==> src/rtl/itmr_pkg.sv <==
package itmr_pkg;
  localparam int OFS_IEN  = 'h00;
  localparam int OFS_STAT = 'h04;
  localparam int OFS_CTRL = 'h10;
  localparam int OFS_IVAL = 'h14;
  localparam int OFS_CUR  = 'h18;
  localparam int CTRL_W   = 7;

  typedef struct packed {
    logic [2:0] presc;
    logic [1:0] src;
    logic       reload;
    logic       run;
  } ctrl_t;
endpackage

==> src/rtl/itmr_prescaler.sv <==
module itmr_prescaler #(
  parameter int CODE_W = 3,
  parameter int SRC_W  = 2
) (
  input  logic                  clk,
  input  logic                  rst,
  input  logic                  run,
  input  logic [SRC_W-1:0]      src_sel,
  input  logic [CODE_W-1:0]     code,
  input  logic [2**SRC_W-1:0]   src_ticks,
  output logic                  step
);
  localparam int DIV_W = 2**CODE_W - 1;

  logic [DIV_W-1:0] div_q;
  logic [DIV_W-1:0] mask;
  logic             tick;

  assign tick = src_ticks[src_sel];
  assign mask = ~({DIV_W{1'b1}} << code);
  assign step = run & tick & ((div_q & mask) == mask);

  always_ff @(posedge clk) begin
    if (rst || !run) div_q <= '0;
    else if (tick)   div_q <= div_q + 1'b1;
  end

  // divider idles at zero whenever the run bit is clear
  assert_div_idle_R4: assert property (@(posedge clk) disable iff (rst)
    !run |=> div_q == '0);
endmodule

==> src/rtl/itmr_counter.sv <==
module itmr_counter #(
  parameter int DATA_W = 32
) (
  input  logic              clk,
  input  logic              rst,
  input  logic              step,
  input  logic              reload_mode,
  input  logic [DATA_W-1:0] interval,
  input  logic              wr_en,
  input  logic [DATA_W-1:0] wr_data,
  output logic [DATA_W-1:0] cnt,
  output logic              expire
);
  localparam logic [DATA_W-1:0] ONE = DATA_W'(1);

  logic [DATA_W-1:0] cnt_q;

  assign cnt    = cnt_q;
  assign expire = step & !wr_en & (cnt_q == ONE);

  always_ff @(posedge clk) begin
    if (rst)                               cnt_q <= '0;
    else if (wr_en)                        cnt_q <= wr_data;
    else if (step && cnt_q == '0 && reload_mode) cnt_q <= interval;
    else if (step)                         cnt_q <= cnt_q - 1'b1;
  end

  assert_reload_R6: assert property (@(posedge clk) disable iff (rst)
    (step && !wr_en && cnt_q == '0 && reload_mode) |=> cnt_q == $past(interval));
  assert_wrap_R8: assert property (@(posedge clk) disable iff (rst)
    (step && !wr_en && cnt_q == '0 && !reload_mode) |=> &cnt_q);
  assert_write_wins_R9: assert property (@(posedge clk) disable iff (rst)
    wr_en |=> cnt_q == $past(wr_data));
endmodule

==> src/rtl/itmr_irq.sv <==
module itmr_irq (
  input  logic clk,
  input  logic rst,
  input  logic expire,
  input  logic clr,
  input  logic ien,
  output logic pend,
  output logic irq
);
  logic pend_q, irq_q;

  assign pend = pend_q;
  assign irq  = irq_q;

  always_ff @(posedge clk) begin
    if (rst) begin
      pend_q <= 1'b0;
      irq_q  <= 1'b0;
    end else begin
      if (expire)   pend_q <= 1'b1;
      else if (clr) pend_q <= 1'b0;
      irq_q <= pend_q & ien;
    end
  end

  // an expiry always leaves the flag set, clear or not
  assert_expiry_sets_R5: assert property (@(posedge clk) disable iff (rst)
    expire |=> pend_q);
  assert_w1c_R10: assert property (@(posedge clk) disable iff (rst)
    (clr && !expire) |=> !pend_q);
  assert_irq_gate_R12: assert property (@(posedge clk) disable iff (rst)
    irq_q |-> $past(pend_q && ien));
endmodule

==> src/rtl/itmr_top.sv <==
module itmr_top
  import itmr_pkg::*;
#(
  parameter int DATA_W = 32,
  parameter int ADDR_W = 5
) (
  input  logic              clk,
  input  logic              rst,
  input  logic              bus_sel,
  input  logic              bus_wr,
  input  logic [ADDR_W-1:0] bus_addr,
  input  logic [DATA_W-1:0] bus_wdata,
  output logic [DATA_W-1:0] bus_rdata,
  input  logic [3:0]        src_ticks,
  output logic              irq_out
);
  localparam logic [ADDR_W-1:0] A_IEN  = ADDR_W'(OFS_IEN);
  localparam logic [ADDR_W-1:0] A_STAT = ADDR_W'(OFS_STAT);
  localparam logic [ADDR_W-1:0] A_CTRL = ADDR_W'(OFS_CTRL);
  localparam logic [ADDR_W-1:0] A_IVAL = ADDR_W'(OFS_IVAL);
  localparam logic [ADDR_W-1:0] A_CUR  = ADDR_W'(OFS_CUR);

  ctrl_t             ctrl_q;
  logic              ien_q;
  logic [DATA_W-1:0] ival_q;
  logic [DATA_W-1:0] rdata_q;
  logic [DATA_W-1:0] cnt;
  logic              step, expire, pend;
  logic              wr, rd;
  logic              wr_ien, wr_stat, wr_ctrl, wr_ival, wr_cur;

  assign wr      = bus_sel & bus_wr;
  assign rd      = bus_sel & !bus_wr;
  assign wr_ien  = wr & (bus_addr == A_IEN);
  assign wr_stat = wr & (bus_addr == A_STAT);
  assign wr_ctrl = wr & (bus_addr == A_CTRL);
  assign wr_ival = wr & (bus_addr == A_IVAL);
  assign wr_cur  = wr & (bus_addr == A_CUR);

  always_ff @(posedge clk) begin
    if (rst) begin
      ctrl_q <= '0;
      ien_q  <= 1'b0;
      ival_q <= '0;
    end else begin
      if (wr_ien)  ien_q  <= bus_wdata[0];
      if (wr_ival) ival_q <= bus_wdata;
      if (wr_ctrl)                        ctrl_q     <= ctrl_t'(bus_wdata[CTRL_W-1:0]);
      else if (expire && !ctrl_q.reload)  ctrl_q.run <= 1'b0;
    end
  end

  always_ff @(posedge clk) begin
    if (rst) rdata_q <= '0;
    else if (rd) begin
      case (bus_addr)
        A_IEN:   rdata_q <= DATA_W'(ien_q);
        A_STAT:  rdata_q <= DATA_W'(pend);
        A_CTRL:  rdata_q <= DATA_W'(ctrl_q);
        A_IVAL:  rdata_q <= ival_q;
        A_CUR:   rdata_q <= cnt;
        default: rdata_q <= '0;
      endcase
    end
  end
  assign bus_rdata = rdata_q;

  itmr_prescaler #(.CODE_W(3), .SRC_W(2)) u_presc (
    .clk(clk), .rst(rst), .run(ctrl_q.run), .src_sel(ctrl_q.src),
    .code(ctrl_q.presc), .src_ticks(src_ticks), .step(step)
  );

  itmr_counter #(.DATA_W(DATA_W)) u_cnt (
    .clk(clk), .rst(rst), .step(step), .reload_mode(ctrl_q.reload),
    .interval(ival_q), .wr_en(wr_cur), .wr_data(bus_wdata),
    .cnt(cnt), .expire(expire)
  );

  itmr_irq u_irq (
    .clk(clk), .rst(rst), .expire(expire), .clr(wr_stat & bus_wdata[0]),
    .ien(ien_q), .pend(pend), .irq(irq_out)
  );

  assert_halt_R2: assert property (@(posedge clk) disable iff (rst)
    (!ctrl_q.run && !wr_cur) |=> $stable(cnt));
  assert_oneshot_stop_R7: assert property (@(posedge clk) disable iff (rst)
    (expire && !ctrl_q.reload && !wr_ctrl) |=> (!ctrl_q.run && cnt == '0));
endmodule

==> config.mk <==
export PLATFORM = sky130hd
export DESIGN_NAME = itmr_top
export DESIGN_NICKNAME = d
export VERILOG_FILES = /design/src/rtl/itmr_pkg.sv /design/src/rtl/itmr_prescaler.sv /design/src/rtl/itmr_counter.sv /design/src/rtl/itmr_irq.sv /design/src/rtl/itmr_top.sv
export SDC_FILE = /design/constraint.sdc
export NUM_CORES = 1
export LEC_CHECK = 0
export BUFFER_PORTS_ARGS = -buffer_cell sky130_fd_sc_hd__buf_4
export CORE_ASPECT_RATIO = 1.75
export CORE_UTILIZATION = 58
export DETAILED_ROUTE_END_ITERATION = 10
export HOLD_SLACK_MARGIN = 0.02
export PLACE_DENSITY = 0.79
export SLEW_MARGIN = 20
export SYNTH_ARGS = -nofsm -noshare
export SYNTH_HDL_FRONTEND = slang
export SYNTH_SLANG_ARGS = --single-unit
==> constraint.sdc <==
create_clock -name clk -period 3.7 [get_ports clk]
set_input_delay 0.185 -clock clk [delete_from_list [all_inputs] [get_ports clk]]
set_output_delay 0.185 -clock clk [all_outputs]
set_load 0.05 [all_outputs]
# Yosys cells after proc, flatten, opt, wreduce, memory -nomap -nowiden
# Index checks and enable logic that the tools add are counted.
[word_totals]
out_inout_bits = 33
elab_cells = 59
regBits = 113
in_bits = 45
[op_classes]
n_shift = 1
add_sub_neg = 2
eq_ne = 6
order_cmp = 1
reduce_logical = 13
mux = 10
n_bitwise = 15
[op_table]
columns = ["operator", "count"]
rows = [
  ["$pmux 32 s5", 1],
  ["$mux 32", 3],
  ["$eq 32x1->1 const B", 1],
  ["$logic_not 32->1", 1],
  ["$sub 32x1->32 const B", 1],
  ["$eq 5x5->1 const B", 3],
  ["$and 1x1->1", 13],
  ["$add 7x1->7 const B", 1],
  ["$and 7x7->7", 1],
  ["$eq 7x7->1", 1],
  ["$not 7->7", 1],
  ["$shl 7x3->7 const A", 1],
  ["$eq 5x3->1 const B", 1],
  ["$logic_not 5->1", 1],
  ["$mux 1", 5],
  ["$logic_not 1->1", 4],
  ["$reduce_bool 2->1", 2],
  ["$logic_and 1x1->1", 3],
  ["$lt 2x3->1 const B", 1],
  ["$reduce_bool 3->1", 1],
  ["$bmux 1 s2", 1],
  ["$logic_or 1x1->1", 1],
]

# Logic depth before layout (Yosys ltp)
# Gate-level depths: netlist of the first run.
[depth]
depth_word = 10
ltp_mapped = 10
ltp_nobuf = 7

# By module
# A second synthesis of the first run with hierarchy kept.
[unflattened]
cells_unflattened = 694
hier_area_um2 = 5710.5
[modules_own_cells]
columns = ["mod", "seq_area_each_um2", "area_each_um2", "n_inst", "cells_each"]
rows = [
  ["itmr_top", 1441.4, 2921.6, 1, 335],
  ["itmr_counter", 640.6, 2341.0, 1, 310],
  ["itmr_prescaler", 140.1, 380.4, 1, 43],
  ["itmr_irq", 40.0, 67.6, 1, 6],
]

# Worst setup path before layout of the first run
# No wires, ideal clock.
[synth_path]
kind = "register to register"
start = "register u_cnt.cnt_q[16] (netlist: u_cnt.cnt[16])"
end = "register u_cnt.cnt_q[28] (netlist: u_cnt.cnt[28])"
slack_ps = 913
setup_ps = 136
n_path_buf = 3
path_stages_with_launch = 10
arrival_time_ps = 2651
synth_period_minus_slack_ps = 2787
required_ps = 3564
path_cell_list = "dfxtp_1 or4_4 or3_4 or3_1 buf_2 or3_4 buf_6 clkbuf_1 nor3_1 o32ai_1"
[synth_via]
elab_chain_cells = 5
elab_cells_between_ends = 8
classes_between = "add/sub (1); mux (3); reduce/logical (4)"
[synth_rtl]
columns = ["element", "line_no", "source"]
rows = [
  ["start: declaration", "itmr_counter.sv:16", "logic [DATA_W-1:0] cnt_q;"],
  ["start signal: assignment", "itmr_counter.sv:23", "else if (wr_en) cnt_q <= wr_data;"],
  ["start signal: assignment", "itmr_counter.sv:24", "else if (step && cnt_q == '0 && reload_mode) cnt_q <= interval;"],
  ["start signal: assignment", "itmr_counter.sv:25", "else if (step) cnt_q <= cnt_q - 1'b1;"],
  ["branches (longest 5 deep; another with $sub 32x1->32)", "--", ""],
]
# Parallel ways; which one is timed is not known. The select of a mux whose other input is x is not followed.
# A chain may end at the register's enable or synchronous reset.

# Final worst setup path of the first run
[layout_path]
start = "register u_cnt.cnt_q[16] (netlist: u_cnt.cnt[16])"
end = "register u_cnt.cnt_q[23] (netlist: u_cnt.cnt[23])"
# Same word-level chain as after synthesis.

==> results by group, run 1 <==
Layout
  – Fin util: 72.43%
  – Final Instance Count excl. Fillers: 914
  – Final Cell Area: 6858 µm²
  – Layout cells sized above 1: 16.79%
  – Area delta synth->final: 20.78%
  – N_diodes: 0
  – Nets: 827

Floorplanning
  – DIE WIDTH: 76.80 µm
  – Die Footprint: 10210 µm²
  – Initial Util: 59.97%
  – I/O pin count: 78
  – Row cnt: 47
  – Die span in y: 132.9 µm
  – Placeable Area: 9468 µm²

STA
  – Fin Clk Skew: 0.004587 ns
  – Fin crit period: 3.048 ns
  – Crit share post-route: 82.37%
  – Relative slew margins: 49.51%
  – Worst-Margin Slew: 0.7569 ns
  – Final setup TNS: 0 ns
  – Fmax: 0.3281 GHz
  – Hold Fails Final Rpt: 0
  – Setup violators final: 0
  – RSZ-0062 raised after global routing: no
  – Final max-slew violation count: 0

Clocking
  – CTS Buf Count: 17
  – Htree depth: 4
  – Clk_lat worst skew: 0.42 ns
  – Clock slew at reported path FFs: 0.05 ns
  – Max Buffers Root-to-Sink: 2
  – CTS resizes: 0
  – CTS sink count: 113
  – CTS tree: built
  – Hold buffers post-CTS: 0
  – Setup repair bufs after CTS: 0
  – Clock root buffer: clkbuf_16

Setup path
  – Levels on crit path: 6
  – CP max-delay cell: or3_4
  – Critical Path AT: 3.36 ns
  – CP Class: flop to flop
  – Worst Setup Start Kind: flop
  – Worst Reg-to-Reg Cells: 6
  – Critical Path RT: 4.02 ns
  – CP peak stage delay: 0.64 ns
  – CP most frequent cell: or3_4
  – Critical-path cell list: or4_4 -> or3_4 -> or3_1 -> or3_4 -> o21a_1 -> o32ai_1
  – CP Launch Point: u_cnt.cnt[16]
  – Bufs and invs on worst path: 0
  – CP endpoint kind: flop
  – R2R Path Start: u_cnt.cnt[16]
  – CP Max Fanout: 38
  – Crit-path leading delay family: simple AND/OR/NAND/NOR gates

Detailed routing
  – DRT iter0 DRCs: 611
  – TritonRoute pass-1 iters: 5
  – Via density: 6.309
  – Post-route DRC violation count: 0
  – WL final: 16.53 mm
  – Antenna Violating Nets Remaining: 0
  – Wirelength per Cell: 18.09 µm
  – Routed vias: 5766

Global routing
  – First-pass GRT wire length: 26.94 mm
  – Largest net degree at the start of global routing: 63
  – Grt total ovfl: 0
  – Initial antenna violation count: 0
  – Vias in the first global route: 5581
  – GRT Util Overall: 33.38%

Synth
  – Synth top area share: 39.84%
  – Syn Std Cell Area: 5678 µm²
  – Syn_area_per_cell: 7.767 µm²
  – Sequential share of the synthesized area: 39.84%
  – Syn. warnings: 0
  – Ys flop type: dfxtp_1
  – Area leader, netlist: dfxtp_1
  – Post-synth cell types: 49
  – Post-synth EDFFs: 0
  – Post-Synthesis Cells: 731
  – Synth area leaders: dfxtp_1 (40%), nand2_1 (8.1%), a21oi_1 (7.4%)
  – Asr flop ratio synth: 0%
  – Yosys reg bits: 113
  – Syn_nets: 779

Placed design
  – Port-buffer cells: 77
  – Post-Place Cell Area: 6270 µm²
  – Cells after DPL: 882
  – Final HPWL DP: 10.39 mm
  – RD Place Congestion: 0.8694

Power and ir drop
  – Total power draw: 3.076 mW
  – Lkg Pwr: 2.643 nW
  – Pwr Density: 448.5 nW/µm²
  – Peak VDD IR: 0.3519 mV

Status
  – Status: finished, final reports clean

Hold path
  – Worst Hold Class: primary input to flop
  – Hold_sp: bus_wdata[24]
  – Hold depth: 3

Job
  – Max-cap viol count: 0
==> Yosys cell counts, types with 2 or more instances <==
cell / number
nand2_1: 122
dfxtp_1: 113
nor2_1: 89
a21oi_1: 84
clkbuf_1: 57
a22oi_1: 31
nor3_1: 25
a2bb2oi_1: 24
xnor2_1: 23
o32ai_1: 15
nor4_1: 13
xor2_1: 12
o22ai_1: 11
or3_1: 10
nand3_1: 9
o21ai_0: 9
mux2i_1: 8
o21a_1: 6
inv_1: 5
nand2b_1: 5
nand4_1: 5
or2_2: 4
or4_1: 4
a211o_1: 3
a211oi_2: 3
and3_1: 3
ha_1: 3
nor2b_1: 3
o211ai_1: 3
o31a_1: 3
a211oi_1: 2
a21boi_0: 2
buf_6: 2
nand4b_1: 2
nor3b_1: 2
nor4b_1: 2
or3_4: 2
==> area by class of cell <==
class	count	area (µm²)
repair buffers	90	675.6
multi-input cells	552	3161
fillers	781	2610
well taps	122	152.6
inverters	5	18.77
flip-flops and latches	113	2262
clock inverters	11	137.6
clock buffers	21	450.4
==> cell usage in the layout (no fill, tap or decap), drive strengths merged, types with 6 or more instances in the layout <==
master	Yosys	routed
nor3	25	25
nand2	122	122
buf	4	90
o32ai	15	15
xnor2	23	23
a2bb2oi	24	24
nor2	89	89
xor2	12	12
o21a	6	6
a22oi	31	31
o21ai	9	9
dfxtp	113	113
nand3	9	9
mux2i	8	8
o22ai	11	11
nor4	13	13
or3	12	12
clkbuf	57	21
a21oi	84	84
==> per-stage QoR <==
step / hold slack, ns / worst slack, ns
6_report: 0.02074 / 0.6523
2_1_floorplan: 0.3210 / 0.9133
4_1_cts: 0.02055 / 0.6685
3_3_place_gp: 0.4449 / 0.7249
5_1_grt: 0.02973 / 0.5691
3_5_place_dp: 0.4515 / 0.6856
==> worst reg2reg max path, delay by kind of cell (launching register included) <==
family	cells	cell delay, ns
and+or+nand+nor	4	2.07
DFF	1	0.35
AOI/OAI and AO/OA	2	0.54
==> sequential cells by signal (all words and copies together) (netlist names) <==
register,count
u_irq.pend,1
u_irq.irq,1
ien_q,1
ival_q,32
bus_rdata,32
u_cnt.cnt,32
u_presc.div_q,7
ctrl_q,7
==> path summary, 6_finish.rpt <==
path                    to  slack, ns
max          u_cnt.cnt[23]       0.65
min             ival_q[24]       0.02
max reg2reg  u_cnt.cnt[23]       0.65
min reg2reg      u_irq.irq       0.47
==> kinds of logic after synthesis <==
family	synth area share, %
buffers and inverters	4.650
AO/OA/AOI/OAI	23.60
flip-flops	39.84
multiplexers	1.807
AND/OR/NAND/NOR	24.04
adder cells (fa/ha/maj)	0.6612
XOR/XNOR	5.399
==> per-layer routing <==
| layer | global-route usage [%] | share of wire [%] |
|---|---|---|
| met5 | 0 | 0 |
| met4 | 22.86 | 5.3 |
| met3 | 6.621 | 6.8 |
| met2 | 56.45 | 51 |
| met1 | 37.21 | 37 |
==> power by group <==
| part | switching [mW] | total (mW) | leakage, nW | internal (mW) |
|---|---|---|---|---|
| Combinational | 0.111 | 0.198 | 1.45 | 0.0867 |
| Sequential | 0.00594 | 1.23 | 0.910 | 1.22 |
| Clock | 0.582 | 1.65 | 0.283 | 1.07 |
Note: power is estimated with default switching activity, not from simulation.
==> run 2: changes to the inputs <==
- CORE_UTILIZATION: 58 -> 52
- PLACE_DENSITY: 0.79 -> 0.75
- clock period: 3.7 -> 2.5 ns (I/O delays scaled with it)
==> results by group, run 2 (synthesis gave the netlist of run 1 again) <==
Placed design
  – RD Place Congestion: 0.8836 (+1.6%)
  – Cells after DPL: 926 (+5.0%)
  – Final HPWL DP: 11.42 mm (+10%)
  – Port-buffer cells: 77 (unchanged)
  – DP Worst Slack: -0.2258 ns (-0.9113 ns)

Clocking
  – Clock slew at reported path FFs: 0.05 ns (about the same)
  – CTS sink count: 113 (unchanged)
  – Clk_lat worst skew: 0.42 ns (about the same)
  – Htree depth: 4 (unchanged)
  – Max Buffers Root-to-Sink: 2 (unchanged)
  – CTS tree: built
  – CTS Buf Count: 17 (unchanged)
  – Clock root buffer: clkbuf_16

Global routing
  – Vias in the first global route: 5881 (+5.4%)
  – Grt total ovfl: 0 (unchanged)
  – Initial antenna violation count: 0 (unchanged)
  – Largest net degree at the start of global routing: 61 (-3.2%)
  – GRT Util Overall: 32.86% (-0.52 points)
  – First-pass GRT wire length: 28.59 mm (+6.1%)

Setup path
  – CP Max Fanout: 6 (-84%)
  – Critical Path AT: 2.90 ns (-0.46 ns)
  – R2R Path Start: u_cnt.cnt[16]
  – CP Launch Point: u_cnt.cnt[16]
  – CP endpoint kind: flop
  – Worst Setup Start Kind: flop
  – CP Class: flop to flop
  – Critical Path RT: 2.76 ns (-1.26 ns)

Layout
  – Commonest non-fill, non-tap cell in the layout: nand2_1
  – Nets: 898 (+8.6%)
  – Final Instance Count excl. Fillers: 993 (+8.6%)
  – FILL cells: 869 (+11%)
  – N_diodes: 0 (unchanged)
  – Most frequent cells in the layout: nand2_1 (122), buf_4 (121), dfxtp_1 (112)
  – Area delta synth->final: 34.38%
  – Layout cells sized above 1: 22.25% (+5.5 points)

Detailed routing
  – TritonRoute pass-1 iters: 5 (unchanged)
  – Via density: 6.100 (-3.3%)
  – Routed vias: 6057 (+5.0%)
  – Post-route DRC violation count: 0 (unchanged)
  – Wirelength per Cell: 18.20 µm (+0.61%)
  – WL final: 18.07 mm (+9.3%)
  – Antenna Violating Nets Remaining: 0 (unchanged)
  – DRT iter0 DRCs: 575 (-5.9%)

Floorplanning
  – Row cnt: 50 (+6.4%)
  – DIE WIDTH: 80.99 µm (+5.5%)
  – Placeable Area: 10640 µm² (+12%)
  – Initial Util: 53.39% (-6.6 points)
  – Die span in y: 140.2 µm (+5.5%)
  – I/O pin count: 78 (unchanged)
  – Die Footprint: 11360 µm² (+11%)

Power and ir drop
  – Total power draw: 4.644 mW (+51%)
  – NetSw: 1.051 mW (+50%)
  – Sequential share of power: 39.1% (-0.8 points)
  – Clock share of power: 53.0% (-0.6 points)
  – Power Internal: 3.593 mW (+51%)
  – Combinational power share: 7.9% (+1.5 points)
  – Peak VDD IR: 0.5605 mV (+59%)
  – Sw frac: 22.63% (-0.097 points)
  – Lkg Pwr: 3.019 nW (+14%)
  – Pwr Density: 608.7 nW/µm² (+36%)

STA
  – Hold Fails Final Rpt: 0 (unchanged)
  – Crit share post-route: 105.3% (+23 points)
  – Final setup TNS: -1.520 ns (-1.520 ns)
  – Fin crit period: 2.632 ns (-0.4152 ns)
  – Final Hold Slack: 0.05267 ns (+0.03193 ns)
  – Relative slew margins: 53.03% (+3.5 points)
  – Setup ws final: -0.1324 ns (-0.7848 ns)
  – Fmax: 0.3799 GHz (+16%)
  – Fin Clk Skew: 0.008106 ns (+0.003519 ns)
  – RSZ-0062 raised after global routing: yes
  – Setup violators final: 27 (+27)
  – Worst-Margin Slew: 0.7041 ns (-0.05275 ns)
  – Final max-slew violation count: 0 (unchanged)

Job
  – Max-cap viol count: 0 (unchanged)

Status
  – Failing checks: negative setup slack
  – Status: finished with violations

Hold path
  – Hold_sp: bus_addr[4]
  – Worst Hold Class: primary input to flop
## run 2: changes by cell type in the layout (fill, tap and decap cells not counted), sizes merged
| cell | before | now |
|---|---|---|
| buf | 90 | 127 |
| clkinv | 5 | 7 |
| clkinvlp | 3 | 1 |
| dlygate4sd3 | 0 | 32 |
| or3 | 12 | 14 |
## run 2: area by class of cell
type	instances	area [µm²]	area share (%)
clock inverter	11	136.4	1.787
multi-input combinational	554	3283	43.03
tap	130	162.7	2.132
inverter	5	18.77	0.2460
sequential	113	2263	29.67
timing repair buffer	159	1305	17.10
clock buffer	21	460.4	6.035
## run 2: final timing paths
kind,slack (ns),depth (start not counted),end
worst max-delay path,-0.13,7,u_cnt.cnt[5]
worst min-delay path,0.05,3,u_irq.pend
worst max register to register,-0.13,7,u_cnt.cnt[5]
worst min register to register,0.45,2,u_irq.irq
## run 2: metrics by stage
stage,utilization (%),instance area [µm²]
after floorplan,-,5692
after global placement,61.76,6569
after detailed placement,61.76,6569
after CTS,71.04,7555
after global routing,71.74,7630
final,71.74,7630
## run 2: worst max-delay path, cell delays in order (launching register included)
cell and delay, ns:
dfxtp_1 0.31, or4_4 0.55, or3_4 0.34, or3_4 0.36, or3_4 0.46, buf_6 0.16
mux2i_1 0.18, o22ai_1 0.11
## run 2: power groups by stage
stage	clock (mW)	combinational (mW)	sequential, mW
after floorplan	0	0.180	1.85
after global placement	0	0.305	1.85
after detailed placement	0	0.308	1.85
after CTS	2.48	0.356	1.82
after global routing	2.56	0.392	1.82
final	2.46	0.366	1.82
## run 2: metal layers
metal | global-route usage (%) | vias to the layer above | part of all wire (%)
li1 | - | 2851 | -
met4 | 20.68 | 0 | 5.4
met1 | 36.83 | 2823 | 37
met5 | 0 | - | 0
met2 | 55.06 | 294 | 51
met3 | 6.775 | 89 | 6.8
## run 2: timing repair
item / 4_1_cts / 5_1_grt
gates cloned: 2 / 0
hold buffers: 32 / 0
endpoints found under the hold margin: 56 / 0
buffers inserted: 0 / 1
resized for setup: 13 / 12
setup endpoints to repair: 31 / 31
pin swaps: 9 / 8
